==> src/rtl/gcPkg.sv <==
`timescale 1ns/1ps
package gcPkg;

  localparam int ADDR_W   = 2;
  localparam int STATUS_W = 3;

  localparam logic [ADDR_W-1:0] ADDR_DELAY = 2'd0;
  localparam logic [ADDR_W-1:0] ADDR_LEN   = 2'd1;
  localparam logic [ADDR_W-1:0] ADDR_CTRL  = 2'd2;

  // status bit positions
  localparam int ST_BIT_ARMED = 0;
  localparam int ST_BIT_BUSY  = 1;
  localparam int ST_BIT_DONE  = 2;

  typedef enum logic [2:0] {
    ST_IDLE,
    ST_ARMED,
    ST_COUNT,
    ST_GLITCH,
    ST_DONE
  } gcState_e;

  // strobes from control to datapath
  typedef struct packed {
    logic wrDelay;
    logic wrLen;
    logic loadDelay;
    logic decDelay;
    logic loadLen;
    logic decLen;
    logic selAlt;
  } gcStrobe_t;

endpackage

==> src/rtl/gcTrigSync.sv <==
`timescale 1ns/1ps
module gcTrigSync #(
  parameter int STAGES = 2
) (
  input  logic clk,
  input  logic rstN,
  input  logic trigAsync,
  output logic trigRise
);

  localparam int TOP = STAGES - 1;

  logic [STAGES-1:0] shReg;
  logic              prevQ;

  generate
    if (STAGES == 1) begin : g_single
      always_ff @(posedge clk or negedge rstN) begin
        if (!rstN) shReg <= '0;
        else       shReg <= trigAsync;
      end
    end else begin : g_chain
      always_ff @(posedge clk or negedge rstN) begin
        if (!rstN) shReg <= '0;
        else       shReg <= {shReg[STAGES-2:0], trigAsync};
      end
    end
  endgenerate

  always_ff @(posedge clk or negedge rstN) begin
    if (!rstN) prevQ <= 1'b0;
    else       prevQ <= shReg[TOP];
  end

  assign trigRise = shReg[TOP] & ~prevQ;

  AST_RISE_SINGLE: assert property (@(posedge clk) disable iff (!rstN)
    trigRise |=> !trigRise) else $error("double rise pulse");

endmodule

==> src/rtl/gcCtrl.sv <==
`timescale 1ns/1ps
module gcCtrl
  import gcPkg::*;
(
  input  logic                 clk,
  input  logic                 rstN,
  input  logic                 trigRise,
  input  logic                 regWe,
  input  logic [ADDR_W-1:0]    regAddr,
  input  logic                 armBit,
  input  logic                 delayZero,
  input  logic                 lenZero,
  output gcStrobe_t            strobe,
  output logic [STATUS_W-1:0]  status
);

  gcState_e state, stateNxt;
  logic     ctrlWr;
  logic     armReq;
  logic     disarmReq;

  assign ctrlWr    = regWe && (regAddr == ADDR_CTRL);
  assign armReq    = ctrlWr && armBit;
  assign disarmReq = ctrlWr && !armBit;

  always_comb begin
    stateNxt         = state;
    strobe           = '0;
    strobe.wrDelay   = regWe && (regAddr == ADDR_DELAY);
    strobe.wrLen     = regWe && (regAddr == ADDR_LEN);
    strobe.selAlt    = (state == ST_GLITCH);
    unique case (state)
      ST_IDLE: begin
        if (armReq) stateNxt = ST_ARMED;
      end
      ST_ARMED: begin
        if (disarmReq) begin
          stateNxt = ST_IDLE;
        end else if (trigRise) begin
          stateNxt         = ST_COUNT;
          strobe.loadDelay = 1'b1;
        end
      end
      ST_COUNT: begin
        if (disarmReq) begin
          stateNxt = ST_IDLE;
        end else if (delayZero) begin
          stateNxt       = ST_GLITCH;
          strobe.loadLen = 1'b1;
        end else begin
          strobe.decDelay = 1'b1;
        end
      end
      ST_GLITCH: begin
        if (lenZero) stateNxt = ST_DONE;
        else         strobe.decLen = 1'b1;
      end
      ST_DONE: begin
        if (armReq) stateNxt = ST_ARMED;
      end
      default: stateNxt = ST_IDLE;
    endcase
  end

  always_ff @(posedge clk or negedge rstN) begin
    if (!rstN) state <= ST_IDLE;
    else       state <= stateNxt;
  end

  always_comb begin
    status               = '0;
    status[ST_BIT_ARMED] = (state == ST_ARMED) || (state == ST_COUNT) || (state == ST_GLITCH);
    status[ST_BIT_BUSY]  = (state == ST_COUNT) || (state == ST_GLITCH);
    status[ST_BIT_DONE]  = (state == ST_DONE);
  end

  AST_GLITCH_FROM_COUNT: assert property (@(posedge clk) disable iff (!rstN)
    $rose(state == ST_GLITCH) |-> $past(state == ST_COUNT)) else $error("glitch entry");

  AST_GLITCH_ENDS_DONE: assert property (@(posedge clk) disable iff (!rstN)
    $fell(state == ST_GLITCH) |-> (state == ST_DONE)) else $error("glitch exit");

  AST_DONE_STICKY: assert property (@(posedge clk) disable iff (!rstN)
    (state == ST_DONE && !ctrlWr) |=> (state == ST_DONE)) else $error("done lost");

  AST_NO_RETRIGGER: assert property (@(posedge clk) disable iff (!rstN)
    (state == ST_COUNT && trigRise && !ctrlWr) |=> (state == ST_COUNT || state == ST_GLITCH))
    else $error("retrigger");

endmodule

==> src/rtl/gcDatapath.sv <==
`timescale 1ns/1ps
module gcDatapath
  import gcPkg::*;
#(
  parameter int DELAY_W = 16,
  parameter int LEN_W   = 4,
  parameter int DATA_W  = 16
) (
  input  logic                 clkPrimary,
  input  logic                 clkShifted,
  input  logic                 rstN,
  input  gcStrobe_t            strobe,
  input  logic [ADDR_W-1:0]    regAddr,
  input  logic [DATA_W-1:0]    regWdata,
  input  logic [STATUS_W-1:0]  statusIn,
  output logic                 delayZero,
  output logic                 lenZero,
  output logic [DATA_W-1:0]    regRdata,
  output logic                 clkOut
);

  localparam logic [DELAY_W-1:0] DELAY_ONE = DELAY_W'(1);
  localparam logic [LEN_W-1:0]   LEN_ONE   = LEN_W'(1);

  logic [DELAY_W-1:0] cfgDelay;
  logic [LEN_W-1:0]   cfgLen;
  logic [DELAY_W-1:0] delayCnt;
  logic [LEN_W-1:0]   lenCnt;
  logic [LEN_W-1:0]   lenStart;
  logic               selQ;

  // configuration registers
  always_ff @(posedge clkPrimary or negedge rstN) begin
    if (!rstN) begin
      cfgDelay <= '0;
      cfgLen   <= LEN_ONE;
    end else begin
      if (strobe.wrDelay) cfgDelay <= regWdata[DELAY_W-1:0];
      if (strobe.wrLen)   cfgLen   <= regWdata[LEN_W-1:0];
    end
  end

  // delay countdown
  always_ff @(posedge clkPrimary or negedge rstN) begin
    if (!rstN)                 delayCnt <= '0;
    else if (strobe.loadDelay) delayCnt <= cfgDelay;
    else if (strobe.decDelay)  delayCnt <= delayCnt - DELAY_ONE;
  end

  assign delayZero = (delayCnt == '0);

  // glitch length countdown, zero length behaves as one
  assign lenStart = (cfgLen == '0) ? '0 : (cfgLen - LEN_ONE);

  always_ff @(posedge clkPrimary or negedge rstN) begin
    if (!rstN)               lenCnt <= '0;
    else if (strobe.loadLen) lenCnt <= lenStart;
    else if (strobe.decLen)  lenCnt <= lenCnt - LEN_ONE;
  end

  assign lenZero = (lenCnt == '0);

  // source select moves only at primary falling edges
  always_ff @(negedge clkPrimary or negedge rstN) begin
    if (!rstN) selQ <= 1'b0;
    else       selQ <= strobe.selAlt;
  end

  assign clkOut = selQ ? clkShifted : clkPrimary;

  // register readback
  always_comb begin
    regRdata = '0;
    unique case (regAddr)
      ADDR_DELAY: regRdata = DATA_W'(cfgDelay);
      ADDR_LEN:   regRdata = DATA_W'(cfgLen);
      ADDR_CTRL:  regRdata = DATA_W'(statusIn);
      default:    regRdata = '0;
    endcase
  end

  AST_NO_DELAY_UNDERFLOW: assert property (@(posedge clkPrimary) disable iff (!rstN)
    strobe.decDelay |-> (delayCnt != '0)) else $error("delay underflow");

  AST_NO_LEN_UNDERFLOW: assert property (@(posedge clkPrimary) disable iff (!rstN)
    strobe.decLen |-> (lenCnt != '0)) else $error("length underflow");

  AST_IDLE_PRIMARY: assert property (@(posedge clkPrimary) disable iff (!rstN)
    !statusIn[ST_BIT_ARMED] |-> !selQ) else $error("select while idle");

  AST_SEL_HELD_HIGH: assert property (@(posedge clkPrimary) disable iff (!rstN)
    $rose(selQ) |-> statusIn[ST_BIT_BUSY]) else $error("select outside glitch");

endmodule

==> src/rtl/glitchClkGen.sv <==
`timescale 1ns/1ps
module glitchClkGen #(
  parameter int DELAY_W     = 16,
  parameter int LEN_W       = 4,
  parameter int DATA_W      = 16,
  parameter int SYNC_STAGES = 2
) (
  input  logic              clkPrimary,
  input  logic              clkShifted,
  input  logic              rstN,
  input  logic              trigIn,
  input  logic              regWe,
  input  logic [1:0]        regAddr,
  input  logic [DATA_W-1:0] regWdata,
  output logic [DATA_W-1:0] regRdata,
  output logic              clkOut
);

  import gcPkg::*;

  logic                trigRise;
  logic                delayZero;
  logic                lenZero;
  gcStrobe_t           strobe;
  logic [STATUS_W-1:0] status;

  gcTrigSync #(.STAGES(SYNC_STAGES)) u_sync (
    .clk       (clkPrimary),
    .rstN      (rstN),
    .trigAsync (trigIn),
    .trigRise  (trigRise)
  );

  gcCtrl u_ctrl (
    .clk       (clkPrimary),
    .rstN      (rstN),
    .trigRise  (trigRise),
    .regWe     (regWe),
    .regAddr   (regAddr),
    .armBit    (regWdata[0]),
    .delayZero (delayZero),
    .lenZero   (lenZero),
    .strobe    (strobe),
    .status    (status)
  );

  gcDatapath #(
    .DELAY_W (DELAY_W),
    .LEN_W   (LEN_W),
    .DATA_W  (DATA_W)
  ) u_dp (
    .clkPrimary (clkPrimary),
    .clkShifted (clkShifted),
    .rstN       (rstN),
    .strobe     (strobe),
    .regAddr    (regAddr),
    .regWdata   (regWdata),
    .statusIn   (status),
    .delayZero  (delayZero),
    .lenZero    (lenZero),
    .regRdata   (regRdata),
    .clkOut     (clkOut)
  );

endmodule

==> config.mk <==
export PLATFORM = sky130hd
export DESIGN_NAME = glitchClkGen
export DESIGN_NICKNAME = d
export VERILOG_FILES = /design/src/rtl/gcPkg.sv /design/src/rtl/gcTrigSync.sv /design/src/rtl/gcCtrl.sv /design/src/rtl/gcDatapath.sv /design/src/rtl/glitchClkGen.sv
export SDC_FILE = /design/constraint.sdc
export NUM_CORES = 1
export LEC_CHECK = 0
export ABC_CLOCK_PERIOD_IN_PS = 2000
export CAP_MARGIN = 20
export CORE_MARGIN = 3
export CORE_UTILIZATION = 57
export CTS_CLUSTER_DIAMETER = 150
export DETAILED_ROUTE_END_ITERATION = 8
export DONT_BUFFER_PORTS = 1
export PLACE_DENSITY = 0.75
export SYNTH_ARGS = -nofsm -noshare
export SYNTH_HDL_FRONTEND = slang
export SYNTH_SLANG_ARGS = --single-unit
==> constraint.sdc <==
create_clock -name clkPrimary -period 2 [get_ports clkPrimary]
set_input_delay 0.4 -clock clkPrimary [delete_from_list [all_inputs] [get_ports clkPrimary]]
set_output_delay 0.4 -clock clkPrimary [all_outputs]
set_load 0.1 [all_outputs]
# Yosys cells after proc, flatten, opt, wreduce, memory -nomap -nowiden
# Cells that the tools add are included.
[totals]
reg_bits = 47
latch_bits = 0
ram_bits = 0
rom_bits = 0
inputBits = 23
output_inout_bits = 17
wordCells = 64
memories = 0
[classes]
addsub = 3
mul = 0
div_mod_pow = 0
n_lt_le_gt_ge = 0
eq_ne = 10
shifts = 0
n_mux = 23
bitwise = 2
n_reduce_logical = 18
[ops]
columns = ["cell", "count"]
rows = [
  ["$pmux W16 S3", 1],
  ["$mux W16", 2],
  ["$mux W3", 6],
  ["$logic_not A16 Y1", 1],
  ["$sub A16 B1 Y16 const B", 1],
  ["$mux W4", 3],
  ["$pmux W3 S4", 1],
  ["$logic_not A4 Y1", 2],
  ["$mux W1", 8],
  ["$sub A4 B1 Y4 const B", 2],
  ["$eq A3 B2 Y1 const B", 2],
  ["$ne A3 B2 Y1 const B", 2],
  ["$logic_and A1 B1 Y1", 5],
  ["$mux W2", 2],
  ["$reduce_and A4 Y1", 1],
  ["$reduce_bool A2 Y1", 2],
  ["$eq A3 B1 Y1 const B", 1],
  ["$eq A3 B3 Y1 const B", 1],
  ["$logic_not A3 Y1", 1],
  ["$logic_or A1 B1 Y1", 3],
  ["$eq A2 B1 Y1 const B", 1],
  ["$eq A2 B2 Y1 const B", 1],
  ["$logic_not A2 Y1", 1],
  ["$ne A2 B1 Y1 const B", 1],
  ["other kinds (5)", 5],
]

# Longest topological paths before layout
[depth]
ltp_word = 7
depth_mapped = 8
ltp_nobuf = 7

# Hierarchy
# A second synthesis with hierarchy kept.
[hier_totals]
cells_unflattened = 244
hier_area_um2 = 2570.0
[by_module_without_submodules]
columns = ["module", "instances", "cells_per_inst", "area_each_um2", "seq_area_each_um2"]
rows = [
  ["gcDatapath", 1, 212, 2220.9, 1027.2],
  ["gcCtrl", 1, 28, 260.2, 75.1],
  ["gcTrigSync", 1, 4, 88.8, 75.1],
]

==> results by group <==
Status
  – Outcome: finished with violations
  – Failing checks: negative setup slack

Die
  – # rows: 23
  – Die area: 5157 µm²
  – Initial Utilization: 60.41%
  – I/O Pins: 40
  – Die H: between 70 and 80 µm
  – Core area: 4086 µm²
  – Die X: a little over 70 µm

Detailed routing
  – Via count: 2177
  – Vias per cell: 6.347
  – Post-DRT Antenna Nets: 0
  – DRT Pass-1 Iters: 4
  – Post-DR wirelength/cell: 19.57 µm
  – Drt first-iter violations: 86
  – Total Wirelength: about 6.7 mm
  – DRC errors left: 0

Pwr
  – Part of the power in combinational logic: between 40% and 50%
  – Net Sw Frac: 41.38%
  – Pleak: 1.425 nW
  – Internal power: 2.667 mW
  – Seq pwr share: 34.3%
  – Pwr dens: 1361 nW/µm²
  – Clk network pwr share: 23.6%
  – Sw Pwr: 1.883 mW
  – Peak supply drop: 873.3 µV

STA
  – Max-slew violation count: 0
  – Worst-Margin Slew: 351.1 ps
  – Worst Hold Slack: around 130 ps
  – Final Hold Fails: 0
  – Final setup fails: 3
  – Setup skew after layout: 17.70 ps
  – Final worst setup slack: -669.1 ps
  – Post-Route Setup TNS: -745.2 ps
  – Unrepaired setup endpoints after global routing: true
  – Max-slew headroom: 76.42%

Critical path
  – Worst path cell trace: mux2_4
  – CP arrival: 2270 ps
  – Max FO, Critical Path: 1
  – CP bufs+invs: 0
  – Startpoint type of the worst setup path: flip-flop
  – Required @ worst endpoint: ~1600 ps
  – CP max stage cell: mux2_4
  – CP endpoint kind: output port
  – CP max stage delay: 440 ps
  – Family with the most delay on the worst path: multiplexers
  – Crit Path Class: flip-flop to output port

Clock network
  – Worst-path clk slew: 90 ps
  – CTS tree: yes
  – Latest clock arrival within the worst-skew pair: 420 ps

Global route
  – Initial antenna violation count: 0
  – GR Util met1: 32.57%
  – M2 GR Usage: between 40% and 50%
  – First-pass GRT wire length: ~10 mm
  – Overflow after GRT: 0
  – Vias in the first global route: ~2100
  – Busiest grt layer: met2
  – Met3 Track Usage GR: 8.976%
  – Gr usage total: 26.71%
  – Largest net degree at the start of global routing: 47

Place
  – Placer Congestion: 0.8616
  – PortBufs: 0
  – DP Wirelength: roughly 4.2 mm

Synth
  – Top_reg_cell synth: dfrtp_1
  – Yosys reg bits: 47
  – Mapped Area: 2469 µm²
  – Netlist cell types: 48
  – Sequential fraction of the synthesis area: 47.69%
  – Async S/R FF share, synth: 100.0%
  – Synthesized area per cell: 10.16 µm²
  – Post-synth EDFFs: 0
  – Syn nets: ~270
  – Yosys warnings: 0
  – Gate Count Post-Synth: 243

Min path
  – HP Class: input pin to flip-flop

Cells and area
  – Ratio of cells with drive above 1 in the final layout: 37.54%
  – Fillers: 225
  – Area Overhead vs Synth: 35.43%
  – Nets@finish: 318
  – FF/Latch Area: 1179 µm²
  – Most frequent cells in the layout: dfrtp_1, nand2_1, buf_4
  – Most common cell after layout, fill and taps aside: dfrtp_1
  – Multi-input gate area: between 1000 and 1500 µm²
  – Ant. Diodes: 0

Run
  – Max-capacitance violation count: 0
## final timing paths
check                                startpoint                end  slack, ps  depth (start not counted)
max in group asynchronous                  rstN     u_dp.cfgLen[0]       1250                          2
worst max-delay path                  u_dp.selQ             clkOut       -670                          1
worst max register to register  u_ctrl.state[2]  u_dp.delayCnt[15]        -50                          5
worst min-delay path               regWdata[12]  u_dp.cfgDelay[12]        130                          1
min in group asynchronous                  rstN   u_dp.cfgDelay[1]        490                          2
worst min register to register  u_sync.shReg[0]    u_sync.shReg[1]        350                          0
## synth_stat cells (all sizes together) (3+ instances only)
| library cell | n | area, µm² |
|---|---|---|
| inv | 5 | 18.77 |
| nand2b | 4 | 25.02 |
| mux2i | 3 | 30.03 |
| o21ai | 18 | 90.08 |
| nand3 | 6 | 30.03 |
| nor4 | 12 | 81.33 |
| dfrtp | 45 | 1126 |
| or3 | 4 | 25.02 |
| a21oi | 6 | 30.03 |
| mux2 | 21 | 236.5 |
| nor3 | 10 | 50.05 |
| buf | 3 | 21.27 |
| o211ai | 5 | 37.54 |
| nor2 | 15 | 56.30 |
| and2 | 13 | 81.33 |
| a221o | 6 | 60.06 |
| nand2 | 25 | 93.84 |
| clkbuf | 6 | 22.52 |
| or4 | 4 | 30.03 |
| ha | 3 | 37.54 |
## layout make-up
type	instances	share of cell area, %
clock buffer	9	3.705
clock inverter	2	1.048
inverter	5	0.5614
multi-input combinational	182	40.04
sequential	47	35.25
tap	50	1.871
timing repair buffer	48	17.51
## metrics by stage
step | setup slack (ps) | util (%) | cell area [µm²] | cells | power (mW)
after floorplan | -218.3 | - | 2517 | 243 | 2.813
after global placement | -220.7 | 73.58 | 3007 | 325 | 3.331
after detailed placement | -222.9 | 73.58 | 3007 | 325 | 3.400
after CTS | -679.9 | 79.61 | 3253 | 341 | 4.389
after global routing | -692.3 | 81.81 | 3343 | 343 | 4.783
final | -669.1 | 81.81 | 3343 | 343 | 4.550
## power by group through the flow
stage	Sequential [mW]	Clock [mW]	Combinational, mW
after global placement	1.53	0.197	1.61
final	1.56	1.07	1.91
after global routing	1.59	1.14	2.05
after floorplan	1.47	0.197	1.14
after CTS	1.53	1.10	1.77
after detailed placement	1.54	0.197	1.67
## worst reg2reg max path, delay by kind of cell (launching register included)
family	cells	cell delay, ps
DFF	1	400
AOI/OAI and AO/OA	1	100
and+or+nand+nor	4	1460
## kinds of logic (layout without fill, tap and decap cells)
kind of cell	Yosys count	count (layout)	share of synthesized area, %
AOI/OAI and AO/OA	48	48	13.08
and+or+nand+nor	105	105	23.67
buffers and inverters	14	64	2.534
adders and majority gates	3	3	1.521
DFF	47	47	47.69
xor gates and xnor gates	2	2	0.7097
muxes	24	24	10.80
## state kept, by name (all words and copies together), names as in the netlist
register,flops
u_dp.cfgLen,4
u_dp.selQ,1
u_dp.delayCnt,16
u_sync.prevQ,1
u_sync.shReg,2
u_dp.cfgDelay,16
u_dp.lenCnt,4
u_ctrl.state,3
## metal layers
| metal | wire [µm] | vias to the layer above |
|---|---|---|
| li1 | - | 1001 |
| met1 | 2656 | 1068 |
| met2 | 3436 | 88 |
| met3 | 402 | 20 |
| met4 | 216 | 0 |
| met5 | 0 | - |
## timing repair
item	4_1_cts	5_1_grt
pin swaps	1	2
hold buffers	3	0
setup buffers	2	1
cloned	0	1
gates resized for setup	7	20
hold endpoints to repair	47	0
setup endpoints to repair	7	16
Note: power is estimated with default switching activity, not from simulation.
